`src/rtl/fontwr_pkg.sv`:
```
package fontwr_pkg;

  typedef enum logic [1:0] {
    BC_SEG       = 2'd0,
    BC_LINE_WORD = 2'd1,
    BC_LINE_BULK = 2'd2,
    BC_DATA      = 2'd3
  } byte_cls_t;

  typedef enum logic [1:0] {
    ST_WANT_SEG  = 2'd0,
    ST_WANT_LINE = 2'd1,
    ST_WANT_DATA = 2'd2,
    ST_BULK      = 2'd3
  } parse_st_t;

endpackage

```
`src/rtl/fontwr_classify.sv`:
```
module fontwr_classify
  import fontwr_pkg::*;
(
  input  logic [1:0] tag_bits,
  output byte_cls_t  cls
);

  always_comb begin
    case (tag_bits)
      2'b11:   cls = BC_SEG;
      2'b00:   cls = BC_LINE_WORD;
      2'b01:   cls = BC_LINE_BULK;
      default: cls = BC_DATA;
    endcase
  end

endmodule

```
`src/rtl/fontwr_ctrl.sv`:
```
module fontwr_ctrl
  import fontwr_pkg::*;
(
  input  logic      clk,
  input  logic      rst,
  input  logic      valid,
  input  logic      restart,
  input  byte_cls_t cls,
  output logic      ld_seg,
  output logic      ld_line,
  output logic      fire,
  output logic      bump,
  output logic      err_q
);

  parse_st_t st_q, st_d;
  logic      set_err;

  always_comb begin
    st_d    = st_q;
    ld_seg  = 1'b0;
    ld_line = 1'b0;
    fire    = 1'b0;
    bump    = 1'b0;
    set_err = 1'b0;
    if (restart) begin
      st_d = ST_WANT_SEG;
    end else if (valid) begin
      case (st_q)
        ST_WANT_SEG: begin
          if (cls == BC_SEG) begin
            ld_seg = 1'b1;
            st_d   = ST_WANT_LINE;
          end else begin
            set_err = 1'b1;
          end
        end
        ST_WANT_LINE: begin
          case (cls)
            BC_SEG:       ld_seg = 1'b1;
            BC_LINE_WORD: begin
              ld_line = 1'b1;
              st_d    = ST_WANT_DATA;
            end
            BC_LINE_BULK: begin
              ld_line = 1'b1;
              st_d    = ST_BULK;
            end
            default:      set_err = 1'b1;
          endcase
        end
        ST_WANT_DATA: begin
          fire = 1'b1;
          st_d = ST_WANT_LINE;
        end
        default: begin
          fire = 1'b1;
          bump = 1'b1;
        end
      endcase
    end
  end

  always_ff @(posedge clk) begin
    if (rst) begin
      st_q  <= ST_WANT_SEG;
      err_q <= 1'b0;
    end else begin
      st_q <= st_d;
      if (set_err) err_q <= 1'b1;
    end
  end

endmodule

```
`src/rtl/fontwr_addr.sv`:
```
module fontwr_addr #(
  parameter int NUM_FONTS      = 8,
  parameter int LINES_PER_FONT = 18,
  parameter int SEG_W          = 3,
  parameter int LINE_W         = 5
) (
  input  logic              clk,
  input  logic              rst,
  input  logic              ld_seg,
  input  logic              ld_line,
  input  logic              bump,
  input  logic [SEG_W-1:0]  seg_in,
  input  logic [LINE_W-1:0] line_in,
  output logic [SEG_W-1:0]  seg_q,
  output logic [LINE_W-1:0] line_q
);

  localparam logic [SEG_W-1:0]  SEG_LAST  = SEG_W'(NUM_FONTS - 1);
  localparam logic [LINE_W-1:0] LINE_LAST = LINE_W'(LINES_PER_FONT - 1);

  always_ff @(posedge clk) begin
    if (rst) begin
      seg_q  <= '0;
      line_q <= '0;
    end else begin
      if (ld_seg)  seg_q  <= seg_in;
      if (ld_line) line_q <= line_in;
      if (bump) begin
        if (line_q >= LINE_LAST) begin
          line_q <= '0;
          seg_q  <= (seg_q >= SEG_LAST) ? '0 : seg_q + 1'b1;
        end else begin
          line_q <= line_q + 1'b1;
        end
      end
    end
  end

endmodule

```
`src/rtl/fontwr_wport.sv`:
```
module fontwr_wport #(
  parameter int SEG_W  = 3,
  parameter int LINE_W = 5,
  parameter int DATA_W = 5
) (
  input  logic              clk,
  input  logic              rst,
  input  logic              fire,
  input  logic [SEG_W-1:0]  seg_in,
  input  logic [LINE_W-1:0] line_in,
  input  logic [DATA_W-1:0] data_in,
  output logic              wr_en,
  output logic [SEG_W-1:0]  wr_seg,
  output logic [LINE_W-1:0] wr_line,
  output logic [DATA_W-1:0] wr_data
);

  always_ff @(posedge clk) begin
    if (rst) begin
      wr_en   <= 1'b0;
      wr_seg  <= '0;
      wr_line <= '0;
      wr_data <= '0;
    end else begin
      wr_en <= fire;
      if (fire) begin
        wr_seg  <= seg_in;
        wr_line <= line_in;
        wr_data <= data_in;
      end
    end
  end

endmodule

```
`src/rtl/fontram_wr_decoder.sv`:
```
module fontram_wr_decoder
  import fontwr_pkg::*;
#(
  parameter  int NUM_FONTS      = 8,
  parameter  int LINES_PER_FONT = 18,
  parameter  int DATA_W         = 5,
  localparam int SEG_W          = $clog2(NUM_FONTS),
  localparam int LINE_W         = $clog2(LINES_PER_FONT)
) (
  input  logic              clk,
  input  logic              rst,
  input  logic              byte_valid,
  input  logic [7:0]        byte_data,
  input  logic              xfer_start,
  input  logic              xfer_stop,
  output logic              wr_en,
  output logic [SEG_W-1:0]  wr_seg,
  output logic [LINE_W-1:0] wr_line,
  output logic [DATA_W-1:0] wr_data,
  output logic              err_flag
);

  byte_cls_t         cls;
  logic              ld_seg, ld_line, fire, bump;
  logic [SEG_W-1:0]  seg_cur;
  logic [LINE_W-1:0] line_cur;
  logic              unused_bits;

  assign unused_bits = ^byte_data;

  fontwr_classify u_cls (
    .tag_bits (byte_data[7:6]),
    .cls      (cls)
  );

  fontwr_ctrl u_ctrl (
    .clk     (clk),
    .rst     (rst),
    .valid   (byte_valid),
    .restart (xfer_start | xfer_stop),
    .cls     (cls),
    .ld_seg  (ld_seg),
    .ld_line (ld_line),
    .fire    (fire),
    .bump    (bump),
    .err_q   (err_flag)
  );

  fontwr_addr #(
    .NUM_FONTS      (NUM_FONTS),
    .LINES_PER_FONT (LINES_PER_FONT),
    .SEG_W          (SEG_W),
    .LINE_W         (LINE_W)
  ) u_addr (
    .clk     (clk),
    .rst     (rst),
    .ld_seg  (ld_seg),
    .ld_line (ld_line),
    .bump    (bump),
    .seg_in  (byte_data[SEG_W-1:0]),
    .line_in (byte_data[LINE_W-1:0]),
    .seg_q   (seg_cur),
    .line_q  (line_cur)
  );

  fontwr_wport #(
    .SEG_W  (SEG_W),
    .LINE_W (LINE_W),
    .DATA_W (DATA_W)
  ) u_wport (
    .clk     (clk),
    .rst     (rst),
    .fire    (fire),
    .seg_in  (seg_cur),
    .line_in (line_cur),
    .data_in (byte_data[DATA_W-1:0]),
    .wr_en   (wr_en),
    .wr_seg  (wr_seg),
    .wr_line (wr_line),
    .wr_data (wr_data)
  );

endmodule

```
`config.mk`:
```
export PLATFORM = sky130hd
export DESIGN_NAME = fontram_wr_decoder
export DESIGN_NICKNAME = d
export VERILOG_FILES = /design/src/rtl/fontwr_pkg.sv /design/src/rtl/fontwr_classify.sv /design/src/rtl/fontwr_ctrl.sv /design/src/rtl/fontwr_addr.sv /design/src/rtl/fontwr_wport.sv /design/src/rtl/fontram_wr_decoder.sv
export SDC_FILE = /design/constraint.sdc
export NUM_CORES = 1
export LEC_CHECK = 0
export BUFFER_PORTS_ARGS = -buffer_cell sky130_fd_sc_hd__buf_2
export CAP_MARGIN = 0
export CORE_ASPECT_RATIO = 1.75
export CORE_MARGIN = 4
export CORE_UTILIZATION = 52
export DETAILED_ROUTE_END_ITERATION = 10
export GPL_TIMING_DRIVEN = 0
export PLACE_DENSITY = 0.78
export SLEW_MARGIN = 20
export SYNTH_ARGS = -nofsm -noshare
export SYNTH_HDL_FRONTEND = slang
export SYNTH_SLANG_ARGS = --single-unit
```
`constraint.sdc`:
```
create_clock -name clk -period 2.11 [get_ports clk]
set_input_delay 0.422 -clock clk [delete_from_list [all_inputs] [get_ports clk]]
set_output_delay 0.422 -clock clk [all_outputs]
set_load 0.01 [all_outputs]
```
==> results.txt, run 1 <==
Status - finished, final reports clean
Mapped Nets - 164
Initial DRC count - 15
Worst-Skew Late Latency - 320 ps
Worst Setup End Kind - flip-flop
Arrival time of the worst setup path - 2270 ps
Reg2reg start - u_addr.line_q[0]
GP Congestion - 0.869
Flop-to-flop setup slack - 80 ps
Part of the cycle the worst path needs - 96.2%
Adder-cell share of the synthesized area - 4.17%
Core Rows - 22
Main synth FF type - dfxtp_1
Clock transition at path regs - 130 ps
Critical path depth - 5
Sequential area share after synthesis - 41.7%
# diodes - 0
H-tree depth - 1
Total power draw - 732 uW
DRC Markers - 0
Area fraction of the dominant cell type after synthesis - 41.7%
Area leader, netlist - dfxtp_1
Post-Synth Simple-Gate Area - 26.5%
I/O Buffers - 24
CP startpoint - u_addr.line_q[0]
FF+latch count, synth - 25
Wirelength, routed - 2730 um
Layout area overhead - 14.9%
Die Wd - 44.3 um
Slew Viols, Final - 0
Final setup vio count - 0
Commonest cells in the netlist - 30 x nand2_1, 25 x dfxtp_1, 18 x a21oi_1
Setup crit end - u_addr.line_q[1]
R2R depth - 5
Startpoint Class - flip-flop
DRT Pass-1 Iters - 4
Synthesized area - 1200 um^2
Fmax - 0.492 GHz
Die Ht - 71.5 um
Setup CP Type - reg2reg
Initial antenna violation count - 0
Ys async rst share - 0%
EDFF count, synth - 0
Area of the multi-input gates - 649 um^2
First-pass GRT wire length - 4500 um
Final Util - 64.2%
Clock Skew - 5.77 ps
Power Density - 531 nW/um^2
Reg2Reg Capture Point - u_addr.line_q[1]
TritonCTS clock tree - yes
Die Area - 3170 um^2
Slew HR - 62.7%
Worst-margin pin slew - 552 ps
Fillcell total - 194
Mux share of post-synthesis cell area - 4.17%
Fin. Hold Viols - 0
Gr usage total - 18.3%
Yosys Warn Count - 0
Vias in the first global route - 1030
Main combinational cell family by area after synthesis - simple AND/OR/NAND/NOR gates
CTS Root Cell - clkbuf_4
Largest net degree at the start of global routing - 15
Setup Total Neg Slack - 0 ps
Minimum clock period - 2030 ps
Number of nets in the layout - 193
Post-synthesis compound-gate area fraction - 19.3%
Hold path startpoint - byte_data[3]
Distinct cells, synth - 34
Max Cap Viol - 0
Share of post-route cells with drive strength above 1 - 20.0%
Initial Utilization - 55.9%
Core area - 2150 um^2
Sequential Area - 502 um^2
Post-CTS setup repair buffer count - 0
Clock buffer depth - 2
LEAKAGE - 0.536 nW
XOR/XNOR Fraction of Synth Area - 0%
WL per Instance - 13.7 um
Top Ports - 28
Min Hold Slack - 350 ps
Max stage delay on crit path - 440 ps
Via/cell ratio - 5.69
Cts bufs inserted - 3
Post-DP HPWL - 2150 um
Slowest stage cell, crit path - dfxtp_1
Hold Crit Class - in2reg
CP max FO - 8
CTS sink count - 25
CP top delay family - simple AND/OR/NAND/NOR gates
Peak VDD IR - 0.000421 V
Instance count of the mapped netlist - 147
GRT overflow - 0
Unrepaired setup endpoints after global routing - no
Buf+Inv Stages, Crit Path - 0
Mapped Avg Cell Area - 8.16 um^2
Via count - 1133
Ranking of synthesized cells by area - dfxtp_1 42%, nand2_1 9.4%, a21oi_1 7.5%
Most numerous cell in the Yosys netlist - nand2_1
Post-route ant nets - 0
Worst path required time - 2350 ps
Cell chain of the critical path - ha_1, or4_4, o21ai_4, or3b_1, a311oi_2
[layout make-up]
cell class | count | share of cell area (%)
Tap cell | 24 | 2.18
Buffer | 9 | 2.54
Inverter | 4 | 1.09
Timing Repair Buffer | 24 | 8.71
Multi-Input combinational cell | 109 | 47.1
Clock inverter | 1 | 0.363
Sequential cell | 25 | 36.4
Clock buffer | 3 | 1.63
[layer usage]
layer | vias to the layer above | routed length (um) | global-route usage [%]
li1 | 573 | - | -
met1 | 522 | 1090 | 20.9
met2 | 31 | 1450 | 32.3
met3 | 7 | 140 | 3.27
met4 | 0 | 51 | 7.38
met5 | - | 0 | 0
[cell usage in the layout (no fill, tap or decap), types with 4 or more instances in the layout]
cell type  count
nor3_1         5
buf_2         25
clkbuf_1       7
ha_1           4
nor2_1        10
dfxtp_1       24
inv_1          4
a21oi_1       18
nand2_1       30
mux2i_1        5
o21ai_0        5
[tightest hold or removal path: cells and delay by family]
family                 cells  cell delay, ps
AO/OA/AOI/OAI              1              50
buffers and inverters      1             110
AND/OR/NAND/NOR            1              50
[where the power goes]
part           switching (mW)  leakage [nW]  total, mW  internal [mW]
combinational          0.0280         0.316     0.0457         0.0177
sequential            0.00237         0.202      0.477          0.474
clock                   0.139        0.0177      0.210         0.0709
total                   0.169         0.536      0.732          0.563
[metrics by stage]
stage / cells / area (um^2) / setup WS, ps
4_1_cts: 199 / 1380 / 74.8
3_3_place_gp: 195 / 1350 / 145
2_1_floorplan: 147 / 1200 / 240
3_5_place_dp: 195 / 1350 / 117
6_report: 199 / 1380 / 79.2
5_1_grt: 199 / 1380 / 20.9
[what timing repair did]
| item | CTS | global route |
|---|---|---|
| endpoints found under the setup margin | 0 | 1 |
| hold buffers | 0 | 0 |
| resized for setup | 0 | 1 |
[worst min path at each step]
stage | slack (ps) | endpoint | cells after the start
6_report | 350 | u_wport.wr_data[3] | 3
5_1_grt | 340 | u_wport.wr_data[3] | 3
4_1_cts | 350 | u_ctrl.st_q[1] | 2
3_5_place_dp | 440 | u_wport.wr_data[1] | 2
3_3_place_gp | 440 | u_wport.wr_data[1] | 2
2_1_floorplan | 460 | u_wport.wr_seg[1] | 2
[cell families after synthesis]
group	after synthesis
buffers and inverters	13
adders and majority gates	4
DFF	25
AOI/OAI and AO/OA	36
and+or+nand+nor	64
muxes	5
[registers in the layout (all words and copies together), names as in the netlist]
signal,cells
u_wport.wr_data,5
u_addr.line_q,5
u_addr.seg_q,3
u_ctrl.st_q,2
u_wport.wr_seg,3
u_wport.wr_line,5
u_wport.wr_en,1
u_ctrl.err_q,1
Note: power is estimated with default switching activity, not from simulation.
==> run 2, diff against run 1 <==
--- a/config.mk
+++ b/config.mk
@@ -9,11 +9,12 @@
 export CAP_MARGIN = 0
 export CORE_ASPECT_RATIO = 1.75
 export CORE_MARGIN = 4
-export CORE_UTILIZATION = 52
+export CORE_UTILIZATION = 53
 export DETAILED_ROUTE_END_ITERATION = 10
 export GPL_TIMING_DRIVEN = 0
 export PLACE_DENSITY = 0.78
 export SLEW_MARGIN = 20
 export SYNTH_ARGS = -nofsm -noshare
 export SYNTH_HDL_FRONTEND = slang
+export SYNTH_HIERARCHICAL = 1
 export SYNTH_SLANG_ARGS = --single-unit
==> run 2 against run 1 <==
  * Final cell count is 7.0% lower
  * Worst setup slack better by 11 ps
  * Routed wire length stayed put
  * Synthesized cell count is 12% lower
  * Largest power group unchanged
  * Sequential cell count stayed put
  * Via count is 7.7% lower
  * Global-route usage is 0.51 points higher
  * Die area is 4.8% higher
  * Total power is 12% higher
  * Hold slack better by 48 ps
  * Clock-buffer cell count is 1 higher
==> results.txt, run 2 <==
GRT overflow - 0 (unchanged)
Regs by FF count - u_addr/line_q x5, u_wport/wr_data x5, u_wport/wr_line x5 (was u_addr.line_q x5, u_wport.wr_data x5, u_wport.wr_line x5)
Cts bufs inserted - 3 (unchanged)
Commonest non-fill, non-tap cell in the layout - buf_2 (was nand2_1)
CP max FO - 3 (was 8)
Filler-free cell count of the finished design - 185 (was 199)
Mapped Nets - 152 (was 164)
Int Pwr - 636 uW (was 563 uW)
TritonCTS clock tree - yes (unchanged)
Mapped Avg Cell Area - 9.94 um^2 (was 8.16 um^2)
Worst Setup End Kind - flip-flop (unchanged)
Wirelength, routed - 2730 um (unchanged)
Worst-Skew Late Latency - 260 ps (was 320 ps)
Core area - 2300 um^2 (was 2150 um^2)
Sequential power share - 58.3% (was 65.1%)
Die Wd - 45.3 um (was 44.3 um)
Combinational share of power - 7.8% (was 6.2%)
Reg2reg start - u_ctrl/st_q[1] (was u_addr.line_q[0])
DRC Markers - 0 (unchanged)
Max Cap Viol - 0 (unchanged)
GP Congestion - 0.929 (was 0.869)
CTS Root Cell - clkbuf_8 (was clkbuf_4)
Final setup vio count - 0 (unchanged)
Sequential area share after synthesis - 38.7% (was 41.7%)
Fillcell total - 195 (was 194)
Via/cell ratio - 5.65 (was 5.69)
Fmax - 0.495 GHz (was 0.492 GHz)
Instance count of the mapped netlist - 130 (was 147)
Most frequent cells in the layout - 27 x buf_2, 25 x dfxtp_1, 20 x mux2i_1 (was 30 x nand2_1, 25 x buf_2, 24 x dfxtp_1)
Most numerous cell in the Yosys netlist - dfxtp_1 (was nand2_1)
Gr usage total - 18.8% (was 18.3%)
Sequential Area - 500 um^2 (was 502 um^2)
Part of the cycle the worst path needs - 95.7% (was 96.2%)
Ys async rst share - 0% (unchanged)
Via count - 1046 (was 1133)
H-tree depth - 1 (unchanged)
Area fraction of the dominant cell type after synthesis - 38.7% (was 41.7%)
Post-CTS setup repair buffer count - 0 (unchanged)
Clock Skew - 2.21 ps (was 5.77 ps)
Clock buffer depth - 2 (unchanged)
Peak VDD IR - 0.000451 V (was 0.000421 V)
Area leader, netlist - dfxtp_1 (unchanged)
Post-DP HPWL - 2090 um (was 2150 um)
Setup CP Type - in2reg (was reg2reg)
Hold Crit Class - in2reg (unchanged)
Hold path startpoint - byte_valid (was byte_data[3])
Vias in the first global route - 1072 (was 1030)
Layout area overhead - 17.3% (was 14.9%)
Synthesized area - 1290 um^2 (was 1200 um^2)
Initial antenna violation count - 0 (unchanged)
First-pass GRT wire length - 4690 um (was 4500 um)
Clock transition at path regs - 80 ps (was 130 ps)
Clk pwr share - 33.9% (was 28.6%)
Switch Pwr - 182 uW (was 169 uW)
Arrival time of the worst setup path - 2180 ps (was 2270 ps)
Initial Utilization - 56.1% (was 55.9%)
WL per Instance - 14.8 um (was 13.7 um)
Number of nets in the layout - 183 (was 193)
Power Density - 539 nW/um^2 (was 531 nW/um^2)
Share of post-route cells with drive strength above 1 - 26.9% (was 20.0%)
Worst hold path stage count - 2 (was 3)
Worst-margin pin slew - 385 ps (was 552 ps)
Minimum clock period - 2020 ps (was 2030 ps)
Worst path required time - 2270 ps (was 2350 ps)
Flop-to-flop setup slack - 370 ps (was 80 ps)
Switching portion of total power - 22.3% (was 23.1%)
Slew Viols, Final - 0 (unchanged)
Distinct cells, synth - 32 (was 34)
Placed insts - 181 (was 195)
Slew HR - 74.3% (was 62.7%)
Initial DRC count - 20 (was 15)
Status - finished, final reports clean (unchanged)
Ranking of synthesized cells by area - dfxtp_1 39%, mux2i_1 15%, ha_1 8.7% (was dfxtp_1 42%, nand2_1 9.4%, a21oi_1 7.5%)
Area of the multi-input gates - 731 um^2 (was 649 um^2)
I/O Buffers - 26 (was 24)
EDFF count, synth - 0 (unchanged)
Top Ports - 28 (unchanged)
Fin. Hold Viols - 0 (unchanged)
# diodes - 0 (unchanged)
CTS Hold Bufs - 0 (unchanged)
DRT Pass-1 Iters - 4 (unchanged)
Largest net degree at the start of global routing - 17 (was 15)
Die Area - 3320 um^2 (was 3170 um^2)
Total power draw - 818 uW (was 732 uW)
Post-route ant nets - 0 (unchanged)
CTS sink count - 25 (unchanged)
Die Ht - 73.3 um (was 71.5 um)
Core Rows - 23 (was 22)
Reg2Reg Capture Point - u_addr/seg_q[2] (was u_addr.line_q[1])
Worst min-delay path endpoint - u_ctrl/st_q[1] (was u_wport.wr_data[3])
R2R depth - 5 (unchanged)
Main synth FF type - dfxtp_1 (unchanged)
Commonest cells in the netlist - 25 x dfxtp_1, 20 x mux2i_1, 18 x nor2_1 (was 30 x nand2_1, 25 x dfxtp_1, 18 x a21oi_1)
Yosys Warn Count - 6 (was 0)
LEAKAGE - 0.641 nW (was 0.536 nW)
FF+latch count, synth - 25 (unchanged)
Startpoint Class - input pin (was flip-flop)
Unrepaired setup endpoints after global routing - no (unchanged)
-- run 2: timing repair --
item	4_1_cts	5_1_grt
hold endpoints to repair	0	0
endpoints found under the setup margin	0	3
gates resized for setup	0	3
-- run 2: cell families after synthesis --
| logic type | share of synthesized area [%] |
|---|---|
| flip-flops | 38.7 |
| AO/OA/AOI/OAI | 9.58 |
| AND/OR/NAND/NOR | 16.9 |
| adder cells (fa/ha/maj) | 8.71 |
| multiplexers | 18.7 |
| buffers and inverters | 6.00 |
| XOR/XNOR | 1.36 |
-- run 2: critical path, stage by stage --
cell,delay [ps]
buf_2,70
inv_1,50
ha_1,180
or2_1,240
inv_1,90
ha_1,200
nor3b_2,340
mux2i_1,240
nor2_1,70
mux2_4,270
-- run 2: cell type report --
class,instances,area share (%)
inverters,10,2.48
plain buffers,4,2.72
multi-input cells,91,48.2
clock buffers,4,2.97
well taps,25,2.06
repair buffers,26,8.58
flip-flops and latches,25,33.0
-- run 2: per-stage QoR --
step                      hold WS, ps  utilization (%)  instance area, um^2  worst slack [ps]  setup TNS [ps]
after global placement            444             63.6                 1460              -131            -529
after CTS                         395             65.5                 1510              54.7               0
final                             398             65.9                 1520              90.7               0
after detailed placement          450             63.6                 1460              -205           -1090
after floorplan                   489                -                 1300              92.4               0
after global routing              393             65.9                 1520              56.3               0
-- run 2: layer usage --
metal / part of all wire, % / vias to the layer above / global-route usage, %
li1: - / 512 / -
met1: 38 / 490 / 20.3
met2: 54 / 35 / 33.6
met3: 4.9 / 9 / 3.43
met4: 2.9 / 0 / 9.12
met5: 0 / - / 0
-- run 2: worst max-delay path by stage --
| stage | from | to | slack (ps) | cells past startpoint |
|---|---|---|---|---|
| floorplan | byte_data[6] | u_addr/line_q[0] | 90 | 11 |
| global placement | xfer_stop | u_addr/seg_q[2] | -130 | 7 |
| detailed placement | byte_data[6] | u_addr/line_q[0] | -200 | 12 |
| CTS | byte_data[6] | u_addr/line_q[0] | 50 | 12 |
| global route | byte_data[6] | u_addr/seg_q[0] | 60 | 10 |
| finish | byte_data[6] | u_addr/seg_q[2] | 90 | 10 |
-- run 2: power groups by stage --
| stage | Clock (mW) | Combinational, mW | Sequential (mW) |
|---|---|---|---|
| finish | 0.277 | 0.0634 | 0.477 |
| global route | 0.308 | 0.0716 | 0.478 |
| CTS | 0.284 | 0.0633 | 0.477 |
| detailed placement | 0 | 0.0629 | 0.488 |
| global placement | 0 | 0.0587 | 0.488 |
| floorplan | 0 | 0.0341 | 0.488 |
==> run 3, diff against run 2 <==
--- a/config.mk
+++ b/config.mk
@@ -7,12 +7,14 @@
 export LEC_CHECK = 0
 export BUFFER_PORTS_ARGS = -buffer_cell sky130_fd_sc_hd__buf_2
 export CAP_MARGIN = 0
+export CELL_PAD_IN_SITES_DETAIL_PLACEMENT = 2
+export CELL_PAD_IN_SITES_GLOBAL_PLACEMENT = 2
 export CORE_ASPECT_RATIO = 1.75
 export CORE_MARGIN = 4
-export CORE_UTILIZATION = 53
+export CORE_UTILIZATION = 33
 export DETAILED_ROUTE_END_ITERATION = 10
 export GPL_TIMING_DRIVEN = 0
-export PLACE_DENSITY = 0.78
+export PLACE_DENSITY_LB_ADDON = 0.1
 export SLEW_MARGIN = 20
 export SYNTH_ARGS = -nofsm -noshare
 export SYNTH_HDL_FRONTEND = slang
==> run 3 against run 2 <==
  * Clock-buffer cell count unchanged
  * Critical endpoint unchanged
  * Largest cell class unchanged
  * Register-to-register slack got worse by 60 ps
  * Global-route usage shrank 5.3 points
  * Final cell count is 12% higher
  * Critical path depth is 3 lower
  * Sequential power about the same
  * Utilization shrank 23 points
  * Combinational power increased by 15%
  * Critical path type unchanged
  * Via count grew 3.8%
==> results.txt, run 3 (synthesis gave the netlist of run 2 again) <==
CTS sink count - 25 (unchanged)
LEAKAGE - 0.647 nW (was 0.641 nW)
Clock buffer depth - 2 (unchanged)
Regs by FF count - u_addr/line_q x5, u_wport/wr_data x5, u_wport/wr_line x5 (unchanged)
Hold path startpoint - byte_valid (unchanged)
First-pass GRT wire length - 5600 um (was 4690 um)
Arrival time of the worst setup path - 2160 ps (was 2180 ps)
Final Cell Area - 1570 um^2 (was 1520 um^2)
Core Rows - 29 (was 23)
Area of the multi-input gates - 749 um^2 (was 731 um^2)
Most frequent cells in the layout - 27 x buf_2, 25 x dfxtp_1, 20 x mux2i_1 (unchanged)
Clock Skew - 2.51 ps (was 2.21 ps)
GP Congestion - 0.720 (was 0.929)
Sequential Area - 500 um^2 (unchanged)
Die Ht - 90.8 um (was 73.3 um)
Pre-CTS setup slack - -258 ps (was -205 ps)
Reg2reg start - u_ctrl/st_q[1] (unchanged)
Final setup vio count - 0 (unchanged)
Worst Setup End Kind - flip-flop (unchanged)
Slew Viols, Final - 0 (unchanged)
Share of post-route cells with drive strength above 1 - 30.4% (was 26.9%)
DRT Pass-1 Iters - 4 (unchanged)
Final worst setup slack - 107 ps (was 90.7 ps)
Post-DP HPWL - 2660 um (was 2090 um)
WL per Instance - 16.4 um (was 14.8 um)
Setup CP Type - in2reg (unchanged)
Worst-Skew Late Latency - 260 ps (about the same)
Placed insts - 202 (was 181)
Worst-margin pin slew - 342 ps (was 385 ps)
Worst path required time - 2270 ps (about the same)
Die Area - 5020 um^2 (was 3320 um^2)
Fillcell total - 431 (was 195)
Dpl cell area - 1490 um^2 (was 1460 um^2)
Top Ports - 28 (unchanged)
TritonCTS clock tree - yes (unchanged)
Core area - 3700 um^2 (was 2300 um^2)
Fmax - 0.499 GHz (was 0.495 GHz)
Hold Crit Class - in2reg (unchanged)
Part of the cycle the worst path needs - 94.9% (was 95.7%)
CP max FO - 7 (was 3)
I/O Buffers - 26 (unchanged)
Vias in the first global route - 1246 (was 1072)
Post-route ant nets - 0 (unchanged)
Peak VDD IR - 0.000310 V (was 0.000451 V)
CP startpoint - xfer_stop (was byte_data[6])
Slew HR - 77.1% (was 74.3%)
Initial Utilization - 34.9% (was 56.1%)
Minimum clock period - 2000 ps (was 2020 ps)
Number of nets in the layout - 184 (was 183)
# diodes - 0 (unchanged)
H-tree depth - 1 (unchanged)
Via count - 1086 (was 1046)
Initial antenna violation count - 0 (unchanged)
Min Hold Slack - 400 ps (was 398 ps)
Filler-free cell count of the finished design - 207 (was 185)
CTS Hold Bufs - 0 (unchanged)
Die Wd - 55.3 um (was 45.3 um)
Power Density - 528 nW/um^2 (was 539 nW/um^2)
Largest net degree at the start of global routing - 17 (unchanged)
Gr usage total - 13.5% (was 18.8%)
Via/cell ratio - 5.25 (was 5.65)
CTS Root Cell - clkbuf_8 (unchanged)
GRT overflow - 0 (unchanged)
Startpoint Class - input pin (unchanged)
Initial DRC count - 16 (was 20)
Clock transition at path regs - 80 ps (about the same)
Cts bufs inserted - 3 (unchanged)
Commonest non-fill, non-tap cell in the layout - buf_2 (unchanged)
Status - finished, final reports clean (unchanged)
Wirelength, routed - 3400 um (was 2730 um)
Layout area overhead - 21.6% (was 17.3%)
Fin. Hold Viols - 0 (unchanged)
Max Cap Viol - 0 (unchanged)
DRC Markers - 0 (unchanged)
[run 3: changes by cell type in the layout (fill, tap and decap cells not counted), sizes merged]
cell and delta:
clkbuf -1, buf +2
[run 3: worst paths after layout]
path              slack (ps)  cells past startpoint               to
setup / recovery         110                      7  u_addr/seg_q[2]
hold / removal           400                      2   u_ctrl/st_q[1]
setup reg to reg         310                      5  u_addr/seg_q[2]
hold reg to reg          490                      2     u_ctrl/err_q
[run 3: power breakdown]
group	switching, mW	leakage [nW]	internal, mW
Clock	0.146	0.0228	0.135
Sequential	0.00299	0.201	0.474
Combinational	0.0425	0.423	0.0303
Total	0.191	0.647	0.639
[run 3: repair_timing]
item | 4_1_cts | 5_1_grt
setup endpoints to repair | 0 | 5
resized for setup | 0 | 12
buffers inserted | 0 | 1
[run 3: final cells by class]
class                   count  area share (%)
inverters                  10            2.39
flip-flops and latches     25            31.8
repair buffers             27            8.76
plain buffers               4            2.79
clock buffers               4            2.87
multi-input cells          91            47.7
well taps                  46            3.66
[run 3: metrics by stage]
stage	total power, mW	utilization, %	TNS [ps]
after global placement	0.551	40.3	-968
after detailed placement	0.555	40.3	-1510
final	0.830	42.5	0
after CTS	0.837	41.5	0
after floorplan	0.522	-	0
after global routing	0.875	42.5	-15.4
[run 3: layer usage]
layer | global-route usage, % | wire length, um | vias to the layer above
li1 | - | - | 513
met5 | 0 | 0 | -
met3 | 2.58 | 140 | 8
met4 | 3.85 | 43 | 0
met1 | 12.6 | 1150 | 537
met2 | 28.1 | 2060 | 28
[run 3: critical path, stage by stage]
cell and delay, ps:
buf_2 90, or2_1 260, nand2b_1 290, nor3_4 340, nand2_1 120, a21oi_2 300, mux2_4 340
